==> config.mk <==
export PLATFORM = sky130hd
export DESIGN_NAME = flash_cmd_check
export DESIGN_NICKNAME = d
export VERILOG_FILES = /design/src/rtl/flash_cmd_check.sv
export SDC_FILE = /design/constraint.sdc
export NUM_CORES = 1
export LEC_CHECK = 0
export BUFFER_PORTS_ARGS = -buffer_cell sky130_fd_sc_hd__buf_4
export CORE_ASPECT_RATIO = 0.7
export CORE_MARGIN = 2
export CORE_UTILIZATION = 40
export DETAILED_ROUTE_END_ITERATION = 10
export PLACE_DENSITY = 0.51
export SLEW_MARGIN = 25
export SYNTH_ARGS = -nofsm -noshare
export SYNTH_HDL_FRONTEND = slang
export SYNTH_SLANG_ARGS = --single-unit
==> constraint.sdc <==
create_clock -name clk -period 3.4 [get_ports clk]
set_input_delay 0.51 -clock clk [delete_from_list [all_inputs] [get_ports clk]]
set_output_delay 0.51 -clock clk [all_outputs]
set_load 0.01 [all_outputs]
==> src/rtl/flash_cmd_check.sv <==
module flash_cmd_check #(
  parameter int PROG_NS  = 10000,
  parameter int ERASE_NS = 100000,
  parameter int MAX_TRY  = 4,
  parameter int CW       = 24,
  parameter int PAGE     = 16384
) (
  input  logic        clk,
  input  logic        rst_n,
  input  logic        start,
  input  logic [15:0] cmd,
  input  logic [15:0] arg1,
  input  logic [15:0] arg2,
  input  logic [15:0] arg3,
  input  logic [15:0] period_ns,
  input  logic        verify_ok,
  output logic        busy,
  output logic        done,
  output logic [2:0]  err,
  output logic [2:0]  op,
  output logic [3:0]  seg,
  output logic        prog_pulse,
  output logic        erase_pulse,
  output logic        verify_req,
  output logic        verify_erased
);
  localparam int TW = $clog2(MAX_TRY + 1);
  localparam logic [CW-1:0] ONE = 1;
  localparam logic [TW-1:0] TONE = 1;
  localparam logic [TW-1:0] TMAX = TW'(MAX_TRY);
  localparam logic [2:0] OP_NONE = 3'd0, OP_SGL = 3'd1, OP_DBL = 3'd2,
                         OP_BLK = 3'd3, OP_ERS = 3'd4, OP_STS = 3'd5;
  localparam logic [2:0] E_OK = 3'd0, E_OP = 3'd1, E_ODD = 3'd2,
                         E_RNG = 3'd3, E_BANK = 3'd4, E_VFY = 3'd5;

  typedef enum logic [2:0] {S_IDLE, S_PROG, S_VER, S_CHK, S_PRE, S_ERS, S_EVER} st_t;
  st_t st;

  logic [2:0]  dop, code;
  logic [3:0]  dseg;
  logic [16:0] span;
  logic [17:0] src_end;
  logic        span_bad, src_bad;
  logic [CW-1:0] per, pcyc_n, ecyc_n, pcyc, ecyc, cnt;
  logic [TW-1:0] tries;

  always_comb begin
    dop = OP_NONE;
    dseg = 4'd0;
    if (cmd[15:4] == 12'h55A)      begin dop = OP_SGL; dseg = cmd[3:0]; end
    else if (cmd[15:4] == 12'hDD4) begin dop = OP_DBL; dseg = cmd[3:0]; end
    else if (cmd[15:4] == 12'hAA5) begin dop = OP_BLK; dseg = cmd[3:0]; end
    else if (cmd == 16'hEEEE)      dop = OP_ERS;
    else if (cmd == 16'h7777)      dop = OP_STS;
  end

  assign span     = {1'b0, arg2} - {1'b0, arg1};
  assign span_bad = span[16] || (span >= 17'(PAGE));
  assign src_end  = {2'b0, arg3} + {1'b0, span};
  assign src_bad  = src_end >= 18'(PAGE);

  always_comb begin
    code = E_OK;
    case (dop)
      OP_NONE: code = E_OP;
      OP_SGL, OP_DBL:
        if (period_ns == 16'd0) code = E_RNG;
        else if (arg1[0])       code = E_ODD;
      OP_BLK:
        if (period_ns == 16'd0)         code = E_RNG;
        else if (arg1[0] || arg2[0])    code = E_ODD;
        else if (span_bad || src_bad)   code = E_RNG;
      OP_ERS:
        if (arg1 != 16'h5555)                   code = E_OP;
        else if (period_ns == 16'd0)            code = E_RNG;
        else if (arg2 != arg3 || arg2 > 16'd3)  code = E_BANK;
      default: code = E_OK;
    endcase
  end

  assign per    = (period_ns == 16'd0) ? ONE : CW'(period_ns);
  assign pcyc_n = (CW'(PROG_NS) + per - ONE) / per;
  assign ecyc_n = (CW'(ERASE_NS) + per - ONE) / per;

  assign prog_pulse    = (st == S_PROG) || (st == S_PRE);
  assign erase_pulse   = (st == S_ERS);
  assign verify_req    = (st == S_VER) || (st == S_CHK) || (st == S_EVER);
  assign verify_erased = (st == S_EVER);

  always_ff @(posedge clk or negedge rst_n) begin
    if (!rst_n) begin
      st <= S_IDLE; busy <= 1'b0; done <= 1'b0; err <= E_OK;
      op <= OP_NONE; seg <= 4'd0; cnt <= '0; pcyc <= ONE; ecyc <= ONE; tries <= '0;
    end else begin
      done <= 1'b0;
      case (st)
        S_IDLE:
          if (start) begin
            op <= dop; seg <= dseg; err <= code; tries <= TONE;
            pcyc <= pcyc_n; ecyc <= ecyc_n;
            if (code != E_OK || dop == OP_STS) done <= 1'b1;
            else begin
              busy <= 1'b1;
              if (dop == OP_ERS) st <= S_CHK;
              else begin st <= S_PROG; cnt <= pcyc_n - ONE; end
            end
          end
        S_PROG:
          if (cnt == '0) st <= S_VER; else cnt <= cnt - ONE;
        S_VER:
          if (verify_ok) begin st <= S_IDLE; busy <= 1'b0; done <= 1'b1; end
          else if (tries == TMAX) begin
            st <= S_IDLE; busy <= 1'b0; done <= 1'b1; err <= E_VFY;
          end else begin
            tries <= tries + TONE; st <= S_PROG; cnt <= pcyc - ONE;
          end
        S_CHK:
          if (verify_ok) begin st <= S_ERS; cnt <= ecyc - ONE; end
          else begin st <= S_PRE; cnt <= pcyc - ONE; end
        S_PRE:
          if (cnt == '0) begin st <= S_ERS; cnt <= ecyc - ONE; end
          else cnt <= cnt - ONE;
        S_ERS:
          if (cnt == '0) st <= S_EVER; else cnt <= cnt - ONE;
        S_EVER:
          if (verify_ok) begin st <= S_IDLE; busy <= 1'b0; done <= 1'b1; end
          else if (tries == TMAX) begin
            st <= S_IDLE; busy <= 1'b0; done <= 1'b1; err <= E_VFY;
          end else begin
            tries <= tries + TONE; st <= S_ERS; cnt <= ecyc - ONE;
          end
        default: st <= S_IDLE;
      endcase
    end
  end

  p_act_needs_busy_r10: assert property (@(posedge clk) disable iff (!rst_n)
    (prog_pulse || erase_pulse || verify_req) |-> busy);
  p_err_not_busy_r6: assert property (@(posedge clk) disable iff (!rst_n)
    (done && err != E_OK) |-> !busy);
  p_busy_from_start_r10: assert property (@(posedge clk) disable iff (!rst_n)
    $rose(busy) |-> $past(start));
  p_erase_then_verify_r8: assert property (@(posedge clk) disable iff (!rst_n)
    $fell(erase_pulse) |-> (verify_req && verify_erased));
  p_prog_then_next_r7: assert property (@(posedge clk) disable iff (!rst_n)
    $fell(prog_pulse) |-> ((verify_req && !verify_erased) || erase_pulse));
  p_op_stable_r10: assert property (@(posedge clk) disable iff (!rst_n)
    (busy && !done && $past(busy)) |-> $stable(op));
endmodule

==> summary.md <==
| Metric | Value |
|---|---|
| Status | `finished with violations` |
| Failing checks | `negative setup slack` |
| I/O Buffers | `99` |
| Tcrit/Tclk final | `1370%` |
| Final GP Congestion | `0.9758` |
| Yosys reg bits | `90` |
| Cell count after synthesis | `4970` |
| CP peak stage delay | `0.62 ns` |
| Syn Area/Cell | `7.190 um^2` |
| CTS Buf Count | `9` |
| Area delta synth->final | `67.75%` |
| Number of synthesized flops with an enable pin | `0` |
| Die Y | `254.1 um` |
| Grt total ovfl | `0` |
| Crit path DAT | `46.88 ns` |
| # hold bufs at CTS | `0` |
| Worst slew pin tran | `1.095 ns` |
| Commonest non-fill, non-tap cell in the layout | `buf_4` |
| MaxCap Viol Count | `0` |
| # setup viols final | `74` |
| Area of the die | `91780 um^2` |
| CTS sink cnt | `90` |
| Post-Syn Area | `35740 um^2` |
| CP Max Fanout | `10` |
| Yosys warns | `0` |
| Relative slew slack | `27.02%` |
| Max clock buf depth | `2` |
| Ys async rst share | `100.0%` |
| Register area share after synthesis | `6.309%` |
| Max VDD drop | `2.276 mV` |
| Die width | `361.3 um` |
| Final hold violations | `0` |
| Clock latency on the worst-skew pair | `0.38 ns` |
| GRT Total Usage | `33.21%` |
| Design Area, Final | `59950 um^2` |
| Fin crit period | `46.57 ns` |
| DRT Wirelength | `160.0 mm` |
| DRT antenna net count | `0` |
| CP max stage cell | `or4_4` |
| Worst Skew | `0.02306 ns` |
| Setup WS post-layout | `-43.17 ns` |
| Layout Nets | `7908` |
| Pleak | `29.47 nW` |
| CP dominant cell by count | `buf_4` |
| 1st-pass router iterations | `6` |
| Worst Hold Class | `in2async` |
| Vias per cell | `5.580` |
| Clk slew on worst S/H paths | `0.09 ns` |
| CTS Root Cell | `clkbuf_16` |
| Pwr per Cell Area | `1009 nW/um^2` |
| Fraction of layout cells with a size suffix above 1 | `44.94%` |
| DRC marker count from the first detailed-route iteration | `3605` |
| Core Region | `88240 um^2` |
| DP HPWL | `126.7 mm` |
| Pre-CTS worst setup slack | `-47.21 ns` |
| WS Path Type | `in2reg` |
| Unrepaired setup endpoints after global routing | `yes` |
| Via count | `47.00k` |
| Largest net degree at the start of global routing | `66` |
| Ys flop type | `dfrtp_1` |
| Max-slew violations | `0` |
| Initial core utilization | `40.50%` |
| H-tree levels | `3` |
| # IOs | `100` |
| CTS tree | `done` |
| Crit. End Element | `register` |
| Most frequent cells in the layout | `2318 x buf_4, 471 x nand2_1, 466 x ha_1, 459 x nor2_1, 252 x a21oi_1` |
| Row Count | `91` |
| Req. time, crit path | `3.71 ns` |
| FF-to-FF path depth | `9` |
| WL/cell | `19.00 um` |
| Setup crit start kind | `primary input` |
| Fillcell total | `7594` |
| Area after DPL | `54350 um^2` |
| Initial antenna violation count | `2` |
| Synth cell types | `125` |
| Vias in the first global route | `44.13k` |
| First-pass GRT wire length | `245.1 mm` |
| Remaining DRCs | `0` |
| Fmax | `0.02147 GHz` |
layout make-up:
cell class / instances / area, um^2 / area share, %
multi-input cells: 4576 / 36700 / 61.22
clock inverters: 7 / 81.33 / 0.1357
repair buffers: 2398 / 18560 / 30.96
inverters: 178 / 671.9 / 1.121
flip-flops and latches: 90 / 2255 / 3.761
diodes: 2 / 5.005 / 0.008349
well taps: 1162 / 1454 / 2.425
clock buffers: 9 / 225.2 / 0.3757
where the power goes:
part | leakage, nW | switching (mW) | total (mW) | internal, mW
clock network | 0.150 | 0.542 | 1.07 | 0.527
registers | 1.19 | 0.274 | 1.61 | 1.34
logic | 28.1 | 27.6 | 57.8 | 30.2
cell usage after synthesis, drive strengths merged, types with 12 or more instances:
cell | number | area share [%]
o221ai | 15 | 0.39
ha | 569 | 20
a221oi | 16 | 0.41
or4 | 30 | 0.67
dfrtp | 88 | 6.2
nand2 | 501 | 5.3
inv | 178 | 1.9
a22oi | 16 | 0.37
a21o | 152 | 3.2
nor4 | 63 | 1.3
a31oi | 38 | 0.70
o31a | 13 | 0.32
xnor2 | 251 | 6.2
nor2b | 62 | 1.1
mux2 | 141 | 4.4
nor4b | 15 | 0.44
o22ai | 24 | 0.42
o21ai | 348 | 4.9
and2 | 41 | 0.72
nand4 | 52 | 0.91
a211oi | 55 | 1.2
or3 | 77 | 1.3
o211a | 19 | 0.53
o21a | 170 | 3.6
mux2i | 33 | 0.99
clkbuf | 107 | 1.1
a211o | 20 | 0.49
a21oi | 359 | 5.1
or2 | 43 | 0.75
xor2 | 134 | 3.3
nor2 | 501 | 5.3
a21boi | 39 | 0.83
buf | 32 | 0.47
o211ai | 54 | 1.2
a2111oi | 16 | 0.43
nand3 | 89 | 1.2
and3 | 27 | 0.47
nor3 | 196 | 2.8
o21bai | 34 | 0.71
nand2b | 58 | 1.0
and4 | 14 | 0.34
o311ai | 12 | 0.29
o31ai | 75 | 1.6
layer usage:
layer / global-route usage (%) / vias to the layer above / wire length, um
met2: 50.18 / 1458 / 64810
met1: 50.86 / 22089 / 80190
met3: 3.615 / 164 / 11760
met5: 0 / - / 34
li1: - / 23281 / -
met4: 4.845 / 4 / 3234
cell families after synthesis:
logic type,Yosys count,synth area share (%)
AO/OA/AOI/OAI,1614,30.36
XOR/XNOR,386,9.499
adder cells (fa/ha/maj),575,20.15
buffers and inverters,317,3.463
flip-flops,90,6.309
multiplexers,174,5.438
other,1,0.01049
AND/OR/NAND/NOR,1813,24.78
flip-flops by register name, indices dropped and copies added, names as in the netlist:
register and count:
busy 1, cnt 24, done 1, ecyc 24, err 3, op 3
pcyc 24, seg 4, st 3, tries 3
critical path, delay by kind of cell:
family,cells,cell delay [ns]
fa+ha+maj,24,6.03
mux,11,3.25
simple gates,62,11.31
compound gates,112,20.87
xor+xnor,1,0.16
buf+inv,33,4.68
worst paths after layout:
| kind | slack [ns] | endpoint | from |
|---|---|---|---|
| max | -43.17 | ecyc[0] | period_ns[0] |
| min | 0.17 | seg[3] | rst_n |
| max reg2reg | 0.24 | cnt[21] | pcyc[6] |
| min reg2reg | 0.48 | seg[2] | seg[2] |
| max in group asynchronous | 2.37 | ecyc[0] | rst_n |
| min in group clk | 0.39 | seg[1] | cmd[1] |
through the flow:
step           setup TNS [ns]  hold WS (ns)  utilization (%)  cells  power (mW)
2_1_floorplan        -1902.23        0.2144                -   4980       32.15
3_3_place_gp         -1967.11        0.4534            61.59   8153       53.69
3_5_place_dp         -1983.80        0.4645            61.60   8153       54.00
4_1_cts              -1805.39        0.1811            64.95   8307       57.39
5_1_grt              -1908.19        0.2095            67.93   8420       65.92
6_report             -1828.67        0.1691            67.94   8422       60.49
repair_timing:
action,4_1_cts,5_1_grt
pin swaps,211,249
gates resized for setup,341,348
gates cloned,3,1
hold endpoints to repair,0,0
buffers inserted,135,113
endpoints found under the setup margin,74,74
(Power assumes the default switching activity.)
